File: src/rtl/mdt_trap_ctrl.sv
module mdt_trap_ctrl #(
  parameter int XLEN     = 32,
  parameter int CODE_W   = 5,
  parameter bit DBL_TRAP = 1'b1
) (
  input  logic              clk,
  input  logic              rst_n,
  input  logic              trap_req,
  input  logic              trap_irq,
  input  logic [CODE_W-1:0] trap_code,
  input  logic [XLEN-1:0]   trap_epc,
  input  logic [1:0]        cur_priv,
  input  logic              nmi_en,
  input  logic              mret,
  input  logic              sret,
  input  logic              dret,
  input  logic [1:0]        ret_priv,
  input  logic              st_we,
  input  logic [5:0]        st_wd,
  input  logic              tvec_we,
  input  logic [XLEN-1:0]   tvec_wd,
  input  logic              cet_we,
  input  logic              cet_wd,
  input  logic              grp_halt,
  input  logic              step_done,
  input  logic              dbg_ack,
  output logic [5:0]        st_rd,
  output logic [XLEN-1:0]   tvec_rd,
  output logic [XLEN-1:0]   epc_rd,
  output logic [CODE_W:0]   cause_rd,
  output logic              cetrig_rd,
  output logic              redirect,
  output logic [XLEN-1:0]   redirect_pc,
  output logic              crit_err,
  output logic              dbg_req,
  output logic [2:0]        dbg_cause,
  output logic [2:0]        dbg_extcause,
  output logic              in_debug,
  output logic [2:0]        dbg_last_cause
);

  localparam logic [1:0] PRV_M      = 2'd3;
  localparam logic [1:0] PRV_U      = 2'd0;
  localparam logic [2:0] DC_STEP    = 3'd4;
  localparam logic [2:0] DC_HALT    = 3'd5;
  localparam logic [2:0] DC_GROUP   = 3'd6;
  localparam logic [2:0] DC_EXT     = 3'd7;
  localparam logic [2:0] DX_CRIT    = 3'd0;
  localparam int         PAD_W      = XLEN - CODE_W - 2;

  logic              mie_q, mpie_q, mdt_q, mprv_q;
  logic [1:0]        mpp_q;
  logic [XLEN-1:0]   tvec_q, epc_q, rpc_q;
  logic [CODE_W:0]   cause_q;
  logic              cet_q, crit_q, dbg_q, rdir_q;
  logic [2:0]        dlast_q;

  logic trap_seen, trap_bad, trap_go;
  logic mret_go, sret_go, dret_go, wr_go;
  logic wr_mdt;
  logic ack_go;
  logic [XLEN-1:0] vec_off, handler;

  assign trap_seen = trap_req && !crit_q && !dbg_q;
  assign trap_bad  = trap_seen && DBL_TRAP && (mdt_q || !nmi_en);
  assign trap_go   = trap_seen && !trap_bad;

  assign mret_go = !trap_seen && mret;
  assign sret_go = !trap_seen && !mret && sret;
  assign dret_go = !trap_seen && !mret && !sret && dret && dbg_q;
  assign wr_go   = st_we && !trap_seen && !mret && !sret && !dret_go;

  assign wr_mdt  = DBL_TRAP && st_wd[4];

  assign vec_off = (trap_irq && tvec_q[0]) ? {{PAD_W{1'b0}}, trap_code, 2'b00} : '0;
  assign handler = {tvec_q[XLEN-1:1], 1'b0} + vec_off;

  always_ff @(posedge clk or negedge rst_n) begin
    if (!rst_n) begin
      mie_q  <= 1'b0;
      mpie_q <= 1'b0;
      mpp_q  <= PRV_U;
      mdt_q  <= DBL_TRAP;
      mprv_q <= 1'b0;
    end else if (trap_go) begin
      mpie_q <= mie_q;
      mie_q  <= 1'b0;
      mpp_q  <= cur_priv;
      mdt_q  <= DBL_TRAP;
    end else if (mret_go) begin
      mie_q  <= mpie_q;
      mpie_q <= 1'b1;
      mpp_q  <= PRV_U;
      mdt_q  <= 1'b0;
    end else if (sret_go) begin
      if (cur_priv == PRV_M) mdt_q <= 1'b0;
    end else if (dret_go) begin
      if (ret_priv != PRV_M) begin
        mprv_q <= 1'b0;
        mdt_q  <= 1'b0;
      end
    end else if (wr_go) begin
      mie_q  <= st_wd[0] && !wr_mdt;
      mpie_q <= st_wd[1];
      mpp_q  <= st_wd[3:2];
      mdt_q  <= wr_mdt;
      mprv_q <= st_wd[5];
    end
  end

  always_ff @(posedge clk or negedge rst_n) begin
    if (!rst_n) begin
      epc_q   <= '0;
      cause_q <= '0;
      rdir_q  <= 1'b0;
      rpc_q   <= '0;
    end else begin
      rdir_q <= trap_go;
      if (trap_go) begin
        epc_q   <= trap_epc;
        cause_q <= {trap_irq, trap_code};
        rpc_q   <= handler;
      end
    end
  end

  always_ff @(posedge clk or negedge rst_n) begin
    if (!rst_n)       tvec_q <= '0;
    else if (tvec_we) tvec_q <= tvec_wd;
  end

  always_ff @(posedge clk or negedge rst_n) begin
    if (!rst_n)                    cet_q <= 1'b0;
    else if (cet_we && DBL_TRAP)   cet_q <= cet_wd;
  end

  assign dbg_req = !dbg_q && (crit_q || grp_halt || step_done);
  assign ack_go  = dbg_req && dbg_ack;

  always_comb begin
    dbg_extcause = 3'd0;
    if (crit_q) begin
      dbg_cause = cet_q ? DC_EXT : DC_HALT;
      if (cet_q) dbg_extcause = DX_CRIT;
    end else if (grp_halt) begin
      dbg_cause = DC_GROUP;
    end else begin
      dbg_cause = DC_STEP;
    end
  end

  always_ff @(posedge clk or negedge rst_n) begin
    if (!rst_n) begin
      crit_q  <= 1'b0;
      dbg_q   <= 1'b0;
      dlast_q <= 3'd0;
    end else begin
      if (trap_bad)     crit_q <= 1'b1;
      else if (ack_go)  crit_q <= 1'b0;
      if (ack_go) begin
        dbg_q   <= 1'b1;
        dlast_q <= dbg_cause;
      end else if (dret_go) begin
        dbg_q   <= 1'b0;
      end
    end
  end

  assign st_rd          = {mprv_q, mdt_q, mpp_q, mpie_q, mie_q};
  assign tvec_rd        = tvec_q;
  assign epc_rd         = epc_q;
  assign cause_rd       = cause_q;
  assign cetrig_rd      = cet_q;
  assign redirect       = rdir_q;
  assign redirect_pc    = rpc_q;
  assign crit_err       = crit_q;
  assign in_debug       = dbg_q;
  assign dbg_last_cause = dlast_q;

  p_mie_off_under_mdt_r2: assert property (@(posedge clk) disable iff (!rst_n)
    mdt_q |-> !mie_q);

  p_redirect_follows_trap_r4: assert property (@(posedge clk) disable iff (!rst_n)
    redirect |-> $past(trap_req));

  p_trap_ignored_when_blocked_r6: assert property (@(posedge clk) disable iff (!rst_n)
    (trap_req && (crit_err || in_debug)) |=> !redirect);

  p_crit_holds_r6: assert property (@(posedge clk) disable iff (!rst_n)
    (crit_err && !dbg_ack) |=> crit_err);

  p_mret_clears_mdt_r8: assert property (@(posedge clk) disable iff (!rst_n)
    (mret && !trap_req) |=> !st_rd[4]);

  p_extcause_zero_r7: assert property (@(posedge clk) disable iff (!rst_n)
    dbg_req |-> (dbg_extcause == 3'd0));

  generate
    if (DBL_TRAP) begin : g_guard_chk
      p_crit_freezes_state_r5: assert property (@(posedge clk) disable iff (!rst_n)
        $rose(crit_err) |-> ($stable(epc_rd) && $stable(cause_rd) && $stable(st_rd) && !redirect));

      p_trap_sets_mdt_r3: assert property (@(posedge clk) disable iff (!rst_n)
        (trap_req && !crit_err && !in_debug && !st_rd[4] && nmi_en) |=> (st_rd[4] && !st_rd[0]));

      p_crit_cause_r7: assert property (@(posedge clk) disable iff (!rst_n)
        (dbg_req && crit_err) |-> (dbg_cause == (cetrig_rd ? 3'd7 : 3'd5)));
    end else begin : g_noguard_chk
      p_no_guard_r11: assert property (@(posedge clk) disable iff (!rst_n)
        !st_rd[4] && !crit_err && !cetrig_rd);
    end
  endgenerate

endmodule

File: config.mk
export PLATFORM = sky130hd
export DESIGN_NAME = mdt_trap_ctrl
export DESIGN_NICKNAME = d
export VERILOG_FILES = /design/src/rtl/mdt_trap_ctrl.sv
export SDC_FILE = /design/constraint.sdc
export NUM_CORES = 1
export LEC_CHECK = 0
export ABC_AREA = 1
export CAP_MARGIN = 0
export CORE_MARGIN = 8
export CORE_UTILIZATION = 44
export DETAILED_ROUTE_END_ITERATION = 8
export PLACE_DENSITY = 0.8
export SYNTH_ARGS = -nofsm -noshare
export SYNTH_HDL_FRONTEND = slang
export SYNTH_SLANG_ARGS = --single-unit
File: constraint.sdc
create_clock -name clk -period 3.05 [get_ports clk]
set_clock_uncertainty 0.15 [all_clocks]
set_input_delay 0.305 -clock clk [delete_from_list [all_inputs] [get_ports clk]]
set_output_delay 0.305 -clock clk [all_outputs]
set_load 0.005 [all_outputs]
==> results of run 1 <==
==> metal layers <==
metal	wire, um	vias up
met4	201	0
met1	8120	2579
met3	1480	10
met5	0	-
met2	8510	215
li1	-	2687
==> area by class of cell <==
class / count / area, um^2 / share of cell area
flip-flops and latches: 114 / 2850 / 0.339
multi-input cells: 521 / 2290 / 0.272
repair buffers: 220 / 2180 / 0.259
clock buffers: 22 / 474 / 0.0563
inverters: 67 / 251 / 0.0298
well taps: 172 / 215 / 0.0255
clock inverters: 9 / 154 / 0.0183
==> layout by cell type, fill, tap and decap left out, drive strengths merged, types with 8 or more instances in the layout <==
cell type,n
nand3,43
o21ai,46
clkbuf,22
nand2,332
buf,11
nand4,8
a21oi,9
inv,66
clkdlybuf4s50,208
nor2,50
dfrtp,113
==> power by group through the flow <==
stage                     clock (uW)  sequential, uW  combinational, uW
after global routing            2210            2430               2410
after floorplan                    0            2370                741
after global placement             0            2370               2180
after detailed placement           0            2380               2220
final                           2110            2370               2200
after CTS                       2130            2370               2240
==> what timing repair did <==
action / CTS / global route
hold endpoints to repair: 52 / 0
hold buffers: 1 / 0
endpoints found under the setup margin: 0 / 0
buffers inserted: 0 / 0
==> cells by family after synthesis <==
logic type      Yosys count  share of synthesized area
simple gates            438                      0.315
flops                   114                      0.511
buf+inv                 100                     0.0815
compound gates           62                     0.0591
fa+ha+maj                 6                     0.0148
xor+xnor                  5                    0.00783
mux                       5                     0.0101
other cells               2                    0.00134
==> worst max path at each step <==
| stage | cells after the start | start | slack (ns) | endpoint |
|---|---|---|---|---|
| 2_1_floorplan | 15 | tvec_rd[0] | 0.90 | redirect_pc[24] |
| 3_3_place_gp | 16 | trap_irq | 0.29 | redirect_pc[24] |
| 3_5_place_dp | 16 | trap_irq | 0.23 | redirect_pc[24] |
| 4_1_cts | 15 | tvec_rd[0] | 0.61 | redirect_pc[30] |
| 5_1_grt | 15 | tvec_rd[0] | 0.36 | redirect_pc[30] |
| 6_report | 15 | tvec_rd[0] | 0.57 | redirect_pc[24] |
==> flip-flops by register name, summed over array words and instances, names as in the netlist <==
register        flops
mdt_q               1
redirect            1
mpie_q              1
mprv_q              1
crit_err            1
epc_rd             32
dbg_last_cause      3
cetrig_rd           1
in_debug            1
cause_rd            6
mie_q               1
redirect_pc        31
mpp_q               2
tvec_rd            32
==> critical path: cells and delay by family (launching register included) <==
family / cells / cell delay, ns
buffers and inverters: 2 / 0.19
AOI/OAI and AO/OA: 1 / 0.21
and+or+nand+nor: 10 / 0.85
adders and majority gates: 2 / 0.61
DFF: 1 / 0.39
==> stage by stage <==
step                area, um^2   util  setup WS (ns)  instances
detailed placement        7790  0.622          0.233       1093
finish                    8430  0.673          0.569       1125
floorplan                 5600      -          0.901        735
global route              8430  0.673          0.360       1125
global placement          7790  0.622          0.288       1093
CTS                       8430  0.673          0.610       1125
==> impl_metrics.ini, run 1 <==
[status]
status = finished clean

[critical_path]
required_ns = 3.20
cp_max_fo = 5
criticalPathCategory = reg2reg
ff2ff_setup_slack_ns = 0.57
crit_slowest_cell = dfrtp_1
critPathCaptureType = register
start_kind = register
crit_chain = nand2_1 -> nor2_1 -> ha_1 -> inv_1 -> fa_1 -> inv_1 -> nand2_1 -> a21oi_2 -> nand2_1 -> nand2_1 -> nand2_1 -> nand2_1 -> nand2_1 -> nand2_1 -> nand2_1
critical_path.most_common_cell = nand2_1
r2r_start = tvec_rd[0]
worstPathArrival_ns = 2.63
max_stage_delay_ns = 0.39
r2r-end = redirect_pc[24]
r2r_cells = 15

[timing]
hold_viol_final = 0
tns_ns = 0
relSlewSlack = 0.521
grt_setup_unrepaired = no
setup_violations = 0
period_needed_ns = 2.48
finalCritPeriodShare = 0.814
fmax_ghz = 0.403
tightest_slew_ns = 0.719
holdWs_ns = 0.256
finalMaxSlewViolations = 0

[die]
initial_core_util = 0.447
die_w_um = 129
rows = 41
core-area_um2 = 12500
die_h_um = 129
fp.dieArea_um2 = 16600
top_level_ports = 216

[worst_hold_path]
hold_depth = 3
worstHoldStart = tvec_we
min_path_type = in2reg
hold-path-endpoint = tvec_rd[17]

[global_routing]
grt_util_met2 = 0.359
grt_pass1_wl_um = 28500
grt_overflow_total = 0
grt_use_met3 = 0.0654
use_met1 = 0.282
track_usage = 0.221
grt_max_degree = 56
grt_pass1_vias = 5357
grt_antenna_before_repair = 0
busiest_layer = met2

[power]
leakagePower_uw = 0.00411
clockPowerShare = 0.316
swShare = 0.291
power_density_nw_per_um2 = 792
p_seq_frac = 0.355
p_comb_frac = 0.330
ir_worst_vdd_mv = 0.312
power.internal_uw = 4740
power.total_uw = 6680
p_sw_uw = 1940

[clock_tree]
cts_tree = built
numCtsBuffers = 17
cts-htree-levels = 4
cts.sinks = 114
clock_path_buffers = 2
clock_latency_ns = 0.41
cts_resized = 0
cts_root_buf = clkbuf_16
path_clk_slew_ns = 0.06

[detailed_routing]
dr.pass1.iters = 5
vias = 5491
dr.first_iter.drc_count = 339
ant_nets = 0
drc = 0
via_per_inst = 4.88
wl_um = 18300
wl_per_cell_um = 16.3

[synthesis]
syn_area_per_cell_um2 = 7.64
ys_warn_count = 0
synthTopCellsByArea = dfrtp_1 51%, nand2_1 22%, inv_1 4.2%
ys_seq_elements = 114
seq_area_frac_synth = 0.511
mappedNetlistArea_um2 = 5590
ys_async_sr_fraction = 1.00
synth_top_cell_area_share = 0.506
synth.most_common_cell = nand2_1
synth_edf_count = 0
yosysUniqueCellTypes = 33
yosysTopAreaCell = dfrtp_1
synth_commonest_cells = 328 x nand2_1, 113 x dfrtp_1, 62 x inv_1, 48 x nor2_1, 43 x o21ai_0
netlist_instances = 732
synth_ff_type = dfrtp_1

[final_layout]
nFillCells = 1040
n_antenna_cell = 0
nNetsFinal = 1041
layout-drive-gt1-share = 0.0651
syn2layout_area_growth_pct = 50.7

[job]
maxCapViolations = 0

[placed_design]
gp_congestion = 0.947
port_buffers = 210
dp_hpwl_um = 14000
No activity file was read; power rests on OpenSTA's default activity.
==> run 2: changes to the inputs <==
==> constraint.sdc (replaced) <==
create_clock -name clk -period 2.5 [get_ports clk]
set_clock_uncertainty 0.15 [all_clocks]
set_input_delay 0.25 -clock clk [delete_from_list [all_inputs] [get_ports clk]]
set_output_delay 0.25 -clock clk [all_outputs]
set_load 0.005 [all_outputs]
==> run 2 against run 1 <==
Net effect:
- worst hold slack lost 0.022 ns
- global-route usage is 0.47 points higher
- register-to-register slack got worse by 0.35 ns
- combinational power up 23%
- critical path depth unchanged
- worst setup slack got worse by 0.35 ns
- highest routed layer unchanged
- final cell count increased by 1.3%
- critical endpoint unchanged
- sequential power is 22% higher
- die area unchanged
- utilization up 1.1 points
==> impl_metrics.ini, run 2 (synthesis gave the netlist of run 1 again) <==
[status]
status = finished clean

[detailed_routing]
vias = 5551
drc = 0
dr.first_iter.drc_count = 403
wl_um = 18400
wl_per_cell_um = 16.1
dr.pass1.iters = 4
ant_nets = 0
via_per_inst = 4.87

[clock_tree]
path_clk_slew_ns = 0.05
cts_root_buf = clkbuf_16
clock_latency_ns = 0.40
cts-htree-levels = 4
cts.sinks = 114
clock_path_buffers = 2
numCtsBuffers = 17
cts_tree = built

[die]
die_h_um = 129
fp.dieArea_um2 = 16600
core-area_um2 = 12500
top_level_ports = 216
initial_core_util = 0.447
rows = 41
die_w_um = 129

[power]
ir_worst_vdd_mv = 0.349
swShare = 0.286
leakagePower_uw = 0.00420
p_sw_uw = 2350
power_density_nw_per_um2 = 957
clockPowerShare = 0.319
p_seq_frac = 0.352
power.internal_uw = 5850
p_comb_frac = 0.329
power.total_uw = 8200

[timing]
fmax_ghz = 0.437
hold_viol_final = 0
finalCritPeriodShare = 0.914
period_needed_ns = 2.29
grt_setup_unrepaired = no
holdWs_ns = 0.234
setup_ws_ns = 0.214
tightest_slew_ns = 0.641
setup_violations = 0
tns_ns = 0
relSlewSlack = 0.573
finalMaxSlewViolations = 0

[worst_hold_path]
min_path_type = in2reg
worstHoldStart = trap_epc[29]
hold-path-endpoint = epc_rd[29]
hold_depth = 3

[critical_path]
start_kind = register
r2r_cells = 15
critPathCaptureType = register
criticalPathCategory = reg2reg
ff2ff_setup_slack_ns = 0.21
required_ns = 2.64
r2r_start = tvec_rd[0]
worstPathArrival_ns = 2.42
r2r-end = redirect_pc[24]
cp_max_fo = 4

[global_routing]
grt_max_degree = 115
grt_antenna_before_repair = 0
grt_overflow_total = 0
grt_pass1_vias = 5511
track_usage = 0.226
grt_pass1_wl_um = 29100

[placed_design]
dp_hpwl_um = 13800
port_buffers = 210
pre_cts_ws_ns = -0.132
gp_congestion = 0.953

[final_layout]
nNetsFinal = 1055
final_common_cell = nand2_1
final_cell_mix = 326 x nand2_1, 208 x clkdlybuf4s50_1, 113 x dfrtp_1
post-route-util = 0.685
multiInputGateArea_um2 = 2300
nFillCells = 1045
register_area_um2 = 2850
syn2layout_area_growth_pct = 53.3
n_antenna_cell = 0
layout-drive-gt1-share = 0.0826

[job]
maxCapViolations = 0
run 2: changes by cell type in the layout (fill, tap and decap cells not counted):
cell      before  now
nand2_1      328  326
clkinv_4       1    0
clkinv_2       2    3
buf_4          9   22
clkbuf_8       3    5
nand2_2        3    5
clkbuf_1       2    1
buf_12         1    2
run 2: layer usage:
layer / track usage / up-vias / routed length (um)
met2: 0.372 / 239 / 8650
met5: 0 / - / 0
met1: 0.284 / 2562 / 7930
met3: 0.0616 / 24 / 1480
li1: - / 2726 / -
met4: 0.0691 / 0 / 340
run 2: what timing repair did:
item                                    4_1_cts  5_1_grt
endpoints found under the hold margin       113        0
buffers inserted                              0        2
endpoints found under the setup margin        0        3
resized for setup                             0        2
hold buffers                                  1        0
run 2: layout make-up:
type | instances | share of cell area
inverters | 67 | 0.0294
flip-flops and latches | 114 | 0.333
well taps | 172 | 0.0251
clock buffers | 23 | 0.0581
clock inverters | 9 | 0.0175
multi-input cells | 521 | 0.268
repair buffers | 234 | 0.269
run 2: power by group through the flow:
stage               Sequential, uW  Combinational (uW)  Clock (uW)
floorplan                     2900                 903           0
global placement              2890                2680           0
detailed placement            2900                2730           0
CTS                           2890                2750        2660
global route                  2960                2970        2730
finish                        2890                2700        2620
run 2: worst max-delay path by stage:
stage                           from               to  slack [ns]  cells past startpoint
after floorplan           tvec_rd[0]  redirect_pc[24]        0.35                     15
after global placement      trap_irq  redirect_pc[30]       -0.06                     16
after detailed placement    trap_irq  redirect_pc[24]       -0.13                     16
after CTS                 tvec_rd[0]  redirect_pc[24]        0.18                     15
after global routing      tvec_rd[0]  redirect_pc[30]       0.002                     14
final                     tvec_rd[0]  redirect_pc[24]        0.21                     15
run 2: critical path, cell delays in order (launching register included):
cell and delay, ns:
dfrtp_1 0.38, nand2_1 0.10, nor2_1 0.10, ha_1 0.19
inv_1 0.06, fa_1 0.39, inv_1 0.08, nand2_1 0.08
a21oi_2 0.19, nand2_1 0.08, nand2_2 0.09, nand2_1 0.05
nand2_1 0.05, nand2_1 0.05, nand2_1 0.06, nand2_1 0.05
run 2: through the flow:
stage                     cells  instance area (um^2)
final                      1140                  8570
after detailed placement   1105                  7890
after global placement     1105                  7890
after global routing       1140                  8570
after floorplan             735                  5600
after CTS                  1138                  8550
